### src/rtl/bkpt_pkg.sv
package bkpt_pkg;

    localparam int QUAL_W = 4;
    localparam int REL_W  = 4;
    localparam int SEL_W  = 3;

    localparam logic [QUAL_W-1:0] QUAL_RESET = 4'h3;

    // relation codes C..F map onto the low two bits
    typedef enum logic [1:0] {
        REL_EITHER  = 2'd0,
        REL_SEQ     = 2'd1,
        REL_INSIDE  = 2'd2,
        REL_OUTSIDE = 2'd3
    } rel_e;

    typedef enum logic [1:0] {
        ST_IDLE    = 2'd0,
        ST_ARMED   = 2'd1,
        ST_PENDING = 2'd2,
        ST_PAUSED  = 2'd3
    } arm_state_e;

    typedef enum logic {
        SEQ_IDLE   = 1'b0,
        SEQ_PRIMED = 1'b1
    } seq_state_e;

    localparam logic [SEL_W-1:0] SEL_ADDR_A = 3'd0;
    localparam logic [SEL_W-1:0] SEL_ADDR_B = 3'd1;
    localparam logic [SEL_W-1:0] SEL_QUAL_A = 3'd2;
    localparam logic [SEL_W-1:0] SEL_QUAL_B = 3'd3;
    localparam logic [SEL_W-1:0] SEL_REL    = 3'd4;

    typedef struct packed {
        logic en;
        logic io;
        logic wr;
        logic rd;
    } qual_t;

    function automatic qual_t decode_qual(input logic [QUAL_W-1:0] code);
        qual_t q;
        q.io = code[2];
        q.wr = code[1];
        q.rd = code[0];
        q.en = !code[3] && (code[1] || code[0]);
        return q;
    endfunction

    function automatic logic rel_code_ok(input logic [REL_W-1:0] code);
        return code[3:2] == 2'b11;
    endfunction

    function automatic rel_e rel_from_code(input logic [REL_W-1:0] code);
        return rel_e'(code[1:0]);
    endfunction

endpackage

### src/rtl/bkpt_cfg.sv
module bkpt_cfg
    import bkpt_pkg::*;
#(
    parameter int ADDR_W = 16
) (
    input  logic                clk,
    input  logic                rst_n,
    input  logic                cfg_we,
    input  logic [SEL_W-1:0]    cfg_sel,
    input  logic [ADDR_W-1:0]   cfg_wdata,
    output logic [ADDR_W-1:0]   addr_a,
    output logic [ADDR_W-1:0]   addr_b,
    output logic [QUAL_W-1:0]   qual_a,
    output logic [QUAL_W-1:0]   qual_b,
    output rel_e                rel
);

    logic [QUAL_W-1:0] wr_code;
    assign wr_code = cfg_wdata[QUAL_W-1:0];

    always_ff @(posedge clk) begin
        if (!rst_n) begin
            addr_a <= '0;
            addr_b <= '0;
            qual_a <= QUAL_RESET;
            qual_b <= QUAL_RESET;
            rel    <= REL_EITHER;
        end else if (cfg_we) begin
            case (cfg_sel)
                SEL_ADDR_A: addr_a <= cfg_wdata;
                SEL_ADDR_B: addr_b <= cfg_wdata;
                SEL_QUAL_A: qual_a <= wr_code;
                SEL_QUAL_B: qual_b <= wr_code;
                SEL_REL: begin
                    if (rel_code_ok(wr_code)) begin
                        rel <= rel_from_code(wr_code);
                    end
                end
                default: ;
            endcase
        end
    end

    AST_REL_BAD_CODE_HOLD: assert property (@(posedge clk) disable iff (!rst_n)
        (cfg_we && cfg_sel == SEL_REL && cfg_wdata[3:2] != 2'b11) |=> $stable(rel));

    AST_SPARE_SEL_HOLD: assert property (@(posedge clk) disable iff (!rst_n)
        (cfg_we && cfg_sel > SEL_REL) |=> ($stable(addr_a) && $stable(addr_b)
                                           && $stable(qual_a) && $stable(qual_b)));

endmodule

### src/rtl/bkpt_cmp.sv
module bkpt_cmp
    import bkpt_pkg::*;
#(
    parameter int ADDR_W = 16,
    parameter int PORT_W = 8
) (
    input  logic [ADDR_W-1:0]  ref_addr,
    input  logic [QUAL_W-1:0]  qual,
    input  logic [ADDR_W-1:0]  bus_addr,
    input  logic               bus_io,
    input  logic               bus_rd,
    input  logic               bus_wr,
    output logic               cyc_ok,
    output logic               addr_lt,
    output logic               addr_gt
);

    localparam int HI_W = ADDR_W - PORT_W;

    logic [ADDR_W-1:0] keep_mask;
    logic [ADDR_W-1:0] bus_m;
    logic [ADDR_W-1:0] ref_m;
    qual_t             q;

    assign keep_mask = bus_io ? {{HI_W{1'b0}}, {PORT_W{1'b1}}} : {ADDR_W{1'b1}};
    assign bus_m     = bus_addr & keep_mask;
    assign ref_m     = ref_addr & keep_mask;
    assign q         = decode_qual(qual);

    always_comb begin
        cyc_ok  = q.en && (q.io == bus_io) && ((q.rd && bus_rd) || (q.wr && bus_wr));
        addr_lt = bus_m < ref_m;
        addr_gt = bus_m > ref_m;
    end

endmodule

### src/rtl/bkpt_rel.sv
module bkpt_rel
    import bkpt_pkg::*;
(
    input  logic        clk,
    input  logic        rst_n,
    input  logic        cyc_valid,
    input  logic        seq_clr,
    input  rel_e        rel,
    input  logic [1:0]  cyc_ok,
    input  logic [1:0]  addr_lt,
    input  logic [1:0]  addr_gt,
    output logic        rel_hit
);

    seq_state_e seq_q;
    seq_state_e seq_d;
    logic [1:0] addr_eq;
    logic [1:0] cmp_hit;
    logic       in_span;
    logic       out_span;
    logic       raw_hit;

    for (genvar i = 0; i < 2; i++) begin : g_side
        assign addr_eq[i] = !addr_lt[i] && !addr_gt[i];
        assign cmp_hit[i] = cyc_ok[i] && addr_eq[i];
    end

    assign in_span  = !addr_lt[0] && !addr_gt[1];
    assign out_span = addr_lt[0] || addr_gt[1] || addr_eq[0] || addr_eq[1];

    always_comb begin
        unique case (rel)
            REL_EITHER:  raw_hit = cmp_hit[0] || cmp_hit[1];
            REL_SEQ:     raw_hit = (seq_q == SEQ_PRIMED) && cmp_hit[1];
            REL_INSIDE:  raw_hit = cyc_ok[0] && in_span;
            REL_OUTSIDE: raw_hit = cyc_ok[0] && out_span;
        endcase
        rel_hit = cyc_valid && raw_hit;
    end

    always_comb begin
        seq_d = seq_q;
        if (seq_clr || rel != REL_SEQ) begin
            seq_d = SEQ_IDLE;
        end else if (cyc_valid) begin
            unique case (seq_q)
                SEQ_IDLE:   if (cmp_hit[0]) seq_d = SEQ_PRIMED;
                SEQ_PRIMED: if (cmp_hit[1]) seq_d = SEQ_IDLE;
            endcase
        end
    end

    always_ff @(posedge clk) begin
        if (!rst_n) seq_q <= SEQ_IDLE;
        else        seq_q <= seq_d;
    end

    AST_SEQ_DISARM_CLEARS: assert property (@(posedge clk) disable iff (!rst_n)
        seq_clr |=> (seq_q == SEQ_IDLE));

    AST_SEQ_NEEDS_PRIME: assert property (@(posedge clk) disable iff (!rst_n)
        (rel_hit && rel == REL_SEQ) |-> $past(seq_d == SEQ_PRIMED) || (seq_q == SEQ_PRIMED));

endmodule

### src/rtl/bkpt_unit.sv
module bkpt_unit
    import bkpt_pkg::*;
#(
    parameter int ADDR_W = 16,
    parameter int PORT_W = 8
) (
    input  logic               clk,
    input  logic               rst_n,
    input  logic               cyc_valid,
    input  logic [ADDR_W-1:0]  cyc_addr,
    input  logic               cyc_io,
    input  logic               cyc_rd,
    input  logic               cyc_wr,
    input  logic               instr_end,
    input  logic               ext_bp_n,
    input  logic               cfg_we,
    input  logic [SEL_W-1:0]   cfg_sel,
    input  logic [ADDR_W-1:0]  cfg_wdata,
    input  logic               arm_set,
    input  logic               arm_clr,
    output logic               bp_hit,
    output logic               ext_hit,
    output logic               armed,
    output logic               pause_req
);

    localparam int NCMP = 2;

    logic [ADDR_W-1:0] addr_a;
    logic [ADDR_W-1:0] addr_b;
    logic [QUAL_W-1:0] qual_a;
    logic [QUAL_W-1:0] qual_b;
    rel_e              rel;

    logic [ADDR_W-1:0] ref_addr [NCMP];
    logic [QUAL_W-1:0] ref_qual [NCMP];
    logic [NCMP-1:0]   cyc_ok;
    logic [NCMP-1:0]   addr_lt;
    logic [NCMP-1:0]   addr_gt;
    logic              rel_hit;

    arm_state_e        state_q;
    arm_state_e        state_d;

    bkpt_cfg #(.ADDR_W(ADDR_W)) u_cfg (
        .clk       (clk),
        .rst_n     (rst_n),
        .cfg_we    (cfg_we),
        .cfg_sel   (cfg_sel),
        .cfg_wdata (cfg_wdata),
        .addr_a    (addr_a),
        .addr_b    (addr_b),
        .qual_a    (qual_a),
        .qual_b    (qual_b),
        .rel       (rel)
    );

    assign ref_addr[0] = addr_a;
    assign ref_addr[1] = addr_b;
    assign ref_qual[0] = qual_a;
    assign ref_qual[1] = qual_b;

    for (genvar i = 0; i < NCMP; i++) begin : g_cmp
        bkpt_cmp #(.ADDR_W(ADDR_W), .PORT_W(PORT_W)) u_cmp (
            .ref_addr (ref_addr[i]),
            .qual     (ref_qual[i]),
            .bus_addr (cyc_addr),
            .bus_io   (cyc_io),
            .bus_rd   (cyc_rd),
            .bus_wr   (cyc_wr),
            .cyc_ok   (cyc_ok[i]),
            .addr_lt  (addr_lt[i]),
            .addr_gt  (addr_gt[i])
        );
    end

    bkpt_rel u_rel (
        .clk       (clk),
        .rst_n     (rst_n),
        .cyc_valid (cyc_valid),
        .seq_clr   (arm_clr),
        .rel       (rel),
        .cyc_ok    (cyc_ok),
        .addr_lt   (addr_lt),
        .addr_gt   (addr_gt),
        .rel_hit   (rel_hit)
    );

    // per-cycle flags
    always_ff @(posedge clk) begin
        if (!rst_n) begin
            bp_hit  <= 1'b0;
            ext_hit <= 1'b0;
        end else begin
            bp_hit  <= rel_hit;
            ext_hit <= cyc_valid && !ext_bp_n;
        end
    end

    // arming state machine
    always_comb begin
        state_d = state_q;
        unique case (state_q)
            ST_IDLE:    if (arm_set) state_d = ST_ARMED;
            ST_ARMED:   if (rel_hit) state_d = instr_end ? ST_PAUSED : ST_PENDING;
            ST_PENDING: if (instr_end) state_d = ST_PAUSED;
            ST_PAUSED:  if (arm_set) state_d = ST_ARMED;
        endcase
        if (arm_clr) state_d = ST_IDLE;
    end

    always_ff @(posedge clk) begin
        if (!rst_n) state_q <= ST_IDLE;
        else        state_q <= state_d;
    end

    always_comb begin
        armed     = state_q != ST_IDLE;
        pause_req = state_q == ST_PAUSED;
    end

    AST_RD_WR_EXCLUSIVE: assert property (@(posedge clk) disable iff (!rst_n)
        cyc_valid |-> !(cyc_rd && cyc_wr));

    AST_HIT_NEEDS_CYCLE: assert property (@(posedge clk) disable iff (!rst_n)
        bp_hit |-> $past(cyc_valid));

    AST_PAUSE_AT_BOUNDARY: assert property (@(posedge clk) disable iff (!rst_n)
        $rose(pause_req) |-> $past(instr_end));

    AST_DISARM_DROPS_PAUSE: assert property (@(posedge clk) disable iff (!rst_n)
        arm_clr |=> (!pause_req && !armed));

    AST_EXT_FLAG_SOURCE: assert property (@(posedge clk) disable iff (!rst_n)
        ext_hit |-> $past(cyc_valid && !ext_bp_n));

endmodule

### config.mk
export PLATFORM = sky130hd
export DESIGN_NAME = bkpt_unit
export DESIGN_NICKNAME = d
export VERILOG_FILES = /design/src/rtl/bkpt_pkg.sv /design/src/rtl/bkpt_cfg.sv /design/src/rtl/bkpt_cmp.sv /design/src/rtl/bkpt_rel.sv /design/src/rtl/bkpt_unit.sv
export SDC_FILE = /design/constraint.sdc
export NUM_CORES = 1
export LEC_CHECK = 0
export BUFFER_PORTS_ARGS = -buffer_cell sky130_fd_sc_hd__buf_2
export CAP_MARGIN = 10
export CORE_MARGIN = 2
export CORE_UTILIZATION = 45
export CTS_CLUSTER_DIAMETER = 50
export CTS_CLUSTER_SIZE = 30
export DETAILED_ROUTE_END_ITERATION = 6
export GPL_ROUTABILITY_DRIVEN = 0
export GPL_TIMING_DRIVEN = 0
export PLACE_DENSITY = 0.7
export SYNTH_ARGS = -nofsm -noshare
export SYNTH_HDL_FRONTEND = slang
export SYNTH_SLANG_ARGS = --single-unit
### constraint.sdc
create_clock -name clk -period 3.35 [get_ports clk]
set_input_delay 0.67 -clock clk [delete_from_list [all_inputs] [get_ports clk]]
set_output_delay 0.67 -clock clk [all_outputs]
set_load 0.02 [all_outputs]
== Yosys cells after proc, flatten, opt, wreduce, memory -nomap -nowiden ==
Cells that the tools add are included.
Word-level totals
  register bits after elaboration: 47
  word-level logic and storage cells: 94
  input port bits: 46
  ROM bits: 0
  bits in writable memories: 0
  output and inout bits: 4
  latch bits: 0
  memories: 0
Operators by class
  bitwise gates (word level): 5
  reductions and logical operators: 49
  order comparisons: 4
  mux-type cells: 10
  shift-type cells: 0
  equal/unequal tests: 17
  add/sub/neg operators: 0
  $mul: 0
  divide/modulo/power cells: 0
Operator list (number)
  16-bit bitwise AND: 3
  16-bit > comparator: 2
  16-bit less-than comparator: 2
  1-bit logical AND: 20
  16-bit 2-to-1 mux: 1
  2-bit equality test (second input constant): 5
  1-bit logical OR: 9
  2-bit AND reduction: 4
  1-bit zero test: 7
  3-bit by 2-bit equality test with 1-bit output (second input constant): 2
  2-bit 2-to-1 mux: 3
  2-bit one-hot mux with 3 select lines: 1
  3-bit AND reduction: 2
  2-bit OR reduction: 3
  2-bit by 1-bit equality test with 1-bit output (second input constant): 2
  2-bit zero test: 2
  2-bit by 1-bit != test with 1-bit output (second input constant): 2
  2-bit != test (second input constant): 2
  1-bit one-hot mux with 4 select lines: 1
  3-bit by 1-bit equality test with 1-bit output (second input constant): 1
  3-bit equality test (second input constant): 1
  3-bit zero test: 1
  1-bit 2-to-1 mux: 3
  1-bit equality test: 2
  other kinds (3): 4

== Longest topological paths before layout ==
  word-level depth: 12
  mapped depth: 13
  gate-level depth less buffers: 12

== By module ==
Synthesis repeated with hierarchy kept, for this count alone.
Unflattened totals
  cells, all modules: 366
  area, all modules: 3004.1 µm²
By module, submodules not included
  bkpt_cfg: cells an instance 183, seq. area each 840.8 µm², area each 1615.3 µm², times used 1
  bkpt_cmp: cells an instance 72, seq. area each 0.0 µm², area each 525.5 µm², times used 2
  bkpt_unit: cells an instance 25, seq. area each 80.1 µm², area each 222.7 µm², times used 1
  bkpt_rel: cells an instance 14, seq. area each 20.0 µm², area each 115.1 µm², times used 1

== Worst setup path after synthesis ==
No wires, ideal clock.
  kind: in2reg
  from: in cyc_io
  to: reg state_q[0]
  buffers on the path: 1
  slack: 0.265 ns
  library setup time: 0.116 ns
  stages on the path: 13
  data arrival time: 2.969 ns
  cells stage by stage: inv_1 > clkbuf_1 > nand2_1 > ha_1 > nor4bb_1 > a311oi_1 > a21oi_1 > nor4_1 > a2111oi_1 > a41o_1 > a211oi_2 > o21ai_1 > and3b_1
On the way
  longest elaborated chain between the ends: 12
  elaborated cells between the ends (all ways): 34
  those cells by class: 4 x order compare; 3 x eq/ne; 2 x mux; 3 x bitwise; 22 x reduce/logical
RTL lines
  start: declaration: RTL line bkpt_unit.sv:11  | input logic cyc_io,
  16-bit 2-to-1 mux: RTL line bkpt_cmp.sv:25  | assign keep_mask = bus_io ? {{HI_W{1'b0}}, {PORT_W{1'b1}}} : {ADDR_W{1'b1}};
  16-bit bitwise AND (on tied branches): RTL line bkpt_cmp.sv:26, bkpt_cmp.sv:27
  16-bit less-than comparator or 16-bit > comparator (tied branches): RTL line bkpt_cmp.sv:32, bkpt_cmp.sv:33
  1-bit zero test (on tied branches): RTL line bkpt_rel.sv:24, bkpt_rel.sv:28
  1-bit logical AND: RTL line bkpt_rel.sv:24  | assign addr_eq[i] = !addr_lt[i] && !addr_gt[i];
  1-bit logical OR (2 in series): RTL line bkpt_rel.sv:29  | assign out_span = addr_lt[0] || addr_gt[1] || addr_eq[0] || addr_eq[1];
  1-bit logical AND: RTL line bkpt_rel.sv:36  | REL_OUTSIDE: raw_hit = cyc_ok[0] && out_span;
  1-bit one-hot mux with 4 select lines (*): RTL line bkpt_rel.sv:32  | unique case (rel)
  1-bit logical AND (*): RTL line bkpt_rel.sv:38  | rel_hit = cyc_valid && raw_hit;
  2-bit != test (no source line) (*)
  3-bit AND reduction (no source line) (*)
  end signal: assignment: RTL line bkpt_unit.sv:114  | else state_q <= state_d;
  end: declaration: RTL line bkpt_unit.sv:42  | arm_state_e state_q;
Mark *: on every way between the ends. The rest lies on a longest branch, timed or not.
A chain may end at the register's enable or synchronous reset.

== Worst setup path after layout ==
Ends and elaborated chain as after synthesis.

==> run metrics <==
status finished, final reports clean; initial antenna violation count 0; EDFF count, synth 0; post-route setup slack 0.176 ns; syn nets 439; fin cells 492; DPL Wire Length 5.47 mm; Critical R2R Launch u_cfg.addr_b[11]; RSZ-0062 raised after global routing no; number of global-route vias before repair 2,556; Yosys reg bits 47; Mean Syn Cell Area 8.01 sq um; # IOs 50; top-count cell post-synth nand2_1; top_reg_cell synth dfxtp_1; Post-synth top cells 96 x nand2_1, 47 x dfxtp_1, 32 x a21boi_0, 32 x ha_1, 23 x inv_1; worst skew pair latency 0.29 ns; FFs w/ async S/R, synth 0%; CTS Root Cell clkbuf_8; max-slew violation count 0; CTS tree built; Top Family by Delay on Critical Path compound AO/OA/AOI/OAI gates; routed vias 2,582; Final Cycle Share 94.7%; Post-Place Cells 487; gr ovfl total 0; layout cells sized above 1 16.6%; Die Wd 84.2 um; Final Hold Fails 0; core region area 6280 sq um; Max Clock Skew 0.00646 ns; die height 84.2 um; CP arrival 3.36 ns; Worst EP required 3.54 ns; cell taking the most area after synthesis dfxtp_1; critical path depth in cells 13; drt via density 5.25; Clock transition at path regs 0.08 ns; nets 494; Setup CP Type input pin to flip-flop; crit path max fanout 10; cts hold-fix bufs 0; Max rail drop VDD 0.162 mV; Yosys top cell area share 32.5%; hold slack final 0.467 ns; initial core utilization 46.1%; startpoint types input pin; first-pass GRT wire length 11.7 mm; WP buf/inv 2; Detail Route Antenna Nets 0; R2R Setup Slk 0.71 ns; setup total negative slack 0 ns; Leak 1.32 nW; Routed wire per std cell 13.8 um; register area share after synthesis 32.5%; f_max 315 MHz; postcts setup bufs 0; Slew Limit Headroom 62.4%; Place WS -0.341 ns; synthesized instance count 361; DRT Pass-1 Iters 4; Routed WL 6.79 mm; worst slew pin tran 0.563 ns; Port Buffer Count 49; CTS Buffer Depth 2; CTS sink count 47; # H-tree levels 2; Worst R2R Path Depth 11; First DRT Iteration DRCs 133; GRT Resource Usage Total 20.2%; worst-path cell chain buf_2, buf_6, and2b_2, ha_1, nor4bb_1, a311oi_1, a21oi_1, nor2_1, nand2_1, o311a_1, a211oi_2, o21ai_1, and3b_1; area of the mapped netlist 2890 sq um; Min-Delay Path Class flip-flop to flip-flop; row cnt 29; Power per Cell Area 330 nW/um^2; R2R Path End state_q[0]; CTS buffer count 5; critical path launch point cyc_io; Antenna Cells 0; DR DRC count 0; Yosys cell types 49; MaxCap Viol Count 0; min cycle time layout 3.17 ns; synth warn 0; Area Growth Syn to Fin 14.7%; crit-path max cell delay 0.37 ns; setup violators final 0; pin count of the biggest net entering global routing 17; synth top area cells dfxtp_1 33%, ha_1 14%, nand2_1 12%, a21boi_0 8.3%, mux2i_1 3.5%; die area 7090 sq um; Crit-path slowest cell o311a_1; final core utilization 52.8%; worst setup path endpoint state_q[0]; Crit. End Element flip-flop
==> state kept, by name (all words and copies together), names as in the netlist <==
name	cells
u_cfg.rel	2
u_cfg.qual_b	4
bp_hit	1
u_rel.seq_q	1
u_cfg.addr_a	16
u_cfg.qual_a	4
u_cfg.addr_b	16
ext_hit	1
state_q	2
==> per-layer routing <==
layer  GRT usage, %  share of wire (%)
met4           6.60                1.7
met1           25.9                 46
met5              0                  0
met3           3.83                4.7
met2           34.2                 48
==> worst register-to-register path: stages (launching register included) <==
cell,delay (ns)
dfxtp_1,0.36
nand2_1,0.07
ha_1,0.33
nor4bb_1,0.29
a311oi_1,0.10
a21oi_1,0.24
nor4_2,0.08
a2111oi_1,0.39
a41o_1,0.18
a21oi_1,0.07
nor4_1,0.22
and3b_1,0.20
==> power by group <==
part,switching (mW),internal (mW),leakage (nW),total [mW]
Sequential,0.00741,0.570,0.381,0.577
Combinational,0.111,0.0846,0.901,0.195
Clock,0.183,0.139,0.0361,0.321
==> worst min-delay path by stage <==
| stage | from | endpoint | slack [ns] | cells past startpoint |
|---|---|---|---|---|
| after global placement | u_cfg.addr_b[5] | u_cfg.addr_b[5] | 0.45 | 2 |
| after global routing | u_cfg.addr_a[1] | u_cfg.addr_a[1] | 0.49 | 2 |
| after CTS | u_cfg.addr_a[14] | u_cfg.addr_a[14] | 0.47 | 2 |
| final | u_cfg.addr_a[14] | u_cfg.addr_a[14] | 0.47 | 2 |
| after floorplan | u_cfg.qual_a[0] | u_cfg.qual_a[0] | 0.44 | 2 |
| after detailed placement | u_cfg.addr_b[2] | u_cfg.addr_b[2] | 0.46 | 2 |
==> final cells by class <==
type,instances,area (sq um)
fillers,631,2960
multi-input cells,279,1820
flip-flops and latches,47,941
repair buffers,49,245
well taps,77,96.3
inverters,23,90.1
clock buffers,5,68.8
plain buffers,11,48.8
clock inverters,1,7.51
==> cell families (layout without fill, tap and decap cells) <==
kind of cell | after synthesis | in the layout | share of synthesized area, %
simple gates | 157 | 157 | 25.4
compound gates | 74 | 74 | 18.2
flops | 47 | 47 | 32.5
buf+inv | 35 | 89 | 4.80
fa+ha+maj | 32 | 32 | 13.8
mux | 10 | 10 | 3.46
xor+xnor | 6 | 6 | 1.82
==> layout by cell type (no fill, tap or decap), types with 2 or more instances in the layout <==
master | netlist | layout
mux2i_1 | 10 | 10
xnor2_1 | 2 | 2
xor2_1 | 4 | 4
and2b_2 | 6 | 6
nor2b_1 | 11 | 11
dfxtp_1 | 47 | 47
clkinvlp_4 | 0 | 2
and2_1 | 2 | 2
clkbuf_8 | 0 | 5
o21ai_0 | 6 | 6
nand2_1 | 96 | 96
clkbuf_1 | 11 | 10
nand2b_1 | 2 | 2
a22oi_1 | 2 | 2
a21boi_0 | 32 | 32
ha_1 | 32 | 32
or2_2 | 2 | 2
nand4_1 | 8 | 8
o211ai_1 | 4 | 4
buf_2 | 0 | 49
a21oi_1 | 13 | 13
nand3_1 | 4 | 4
inv_1 | 23 | 22
o31ai_1 | 2 | 2
nor2_1 | 11 | 11
nor3_1 | 4 | 4
==> stage by stage <==
| step | total power [mW] | instance area (sq um) |
|---|---|---|
| final | 1.09 | 3320 |
| after global routing | 1.16 | 3320 |
| after CTS | 1.10 | 3310 |
| after detailed placement | 0.784 | 3230 |
| after global placement | 0.777 | 3230 |
| after floorplan | 0.709 | 2890 |
==> timing repair <==
| item | CTS | global route |
|---|---|---|
| resized for setup | 0 | 2 |
| setup endpoints to repair | 1 | 2 |
| cloned | 0 | 0 |
Note: power is estimated with default switching activity, not from simulation.
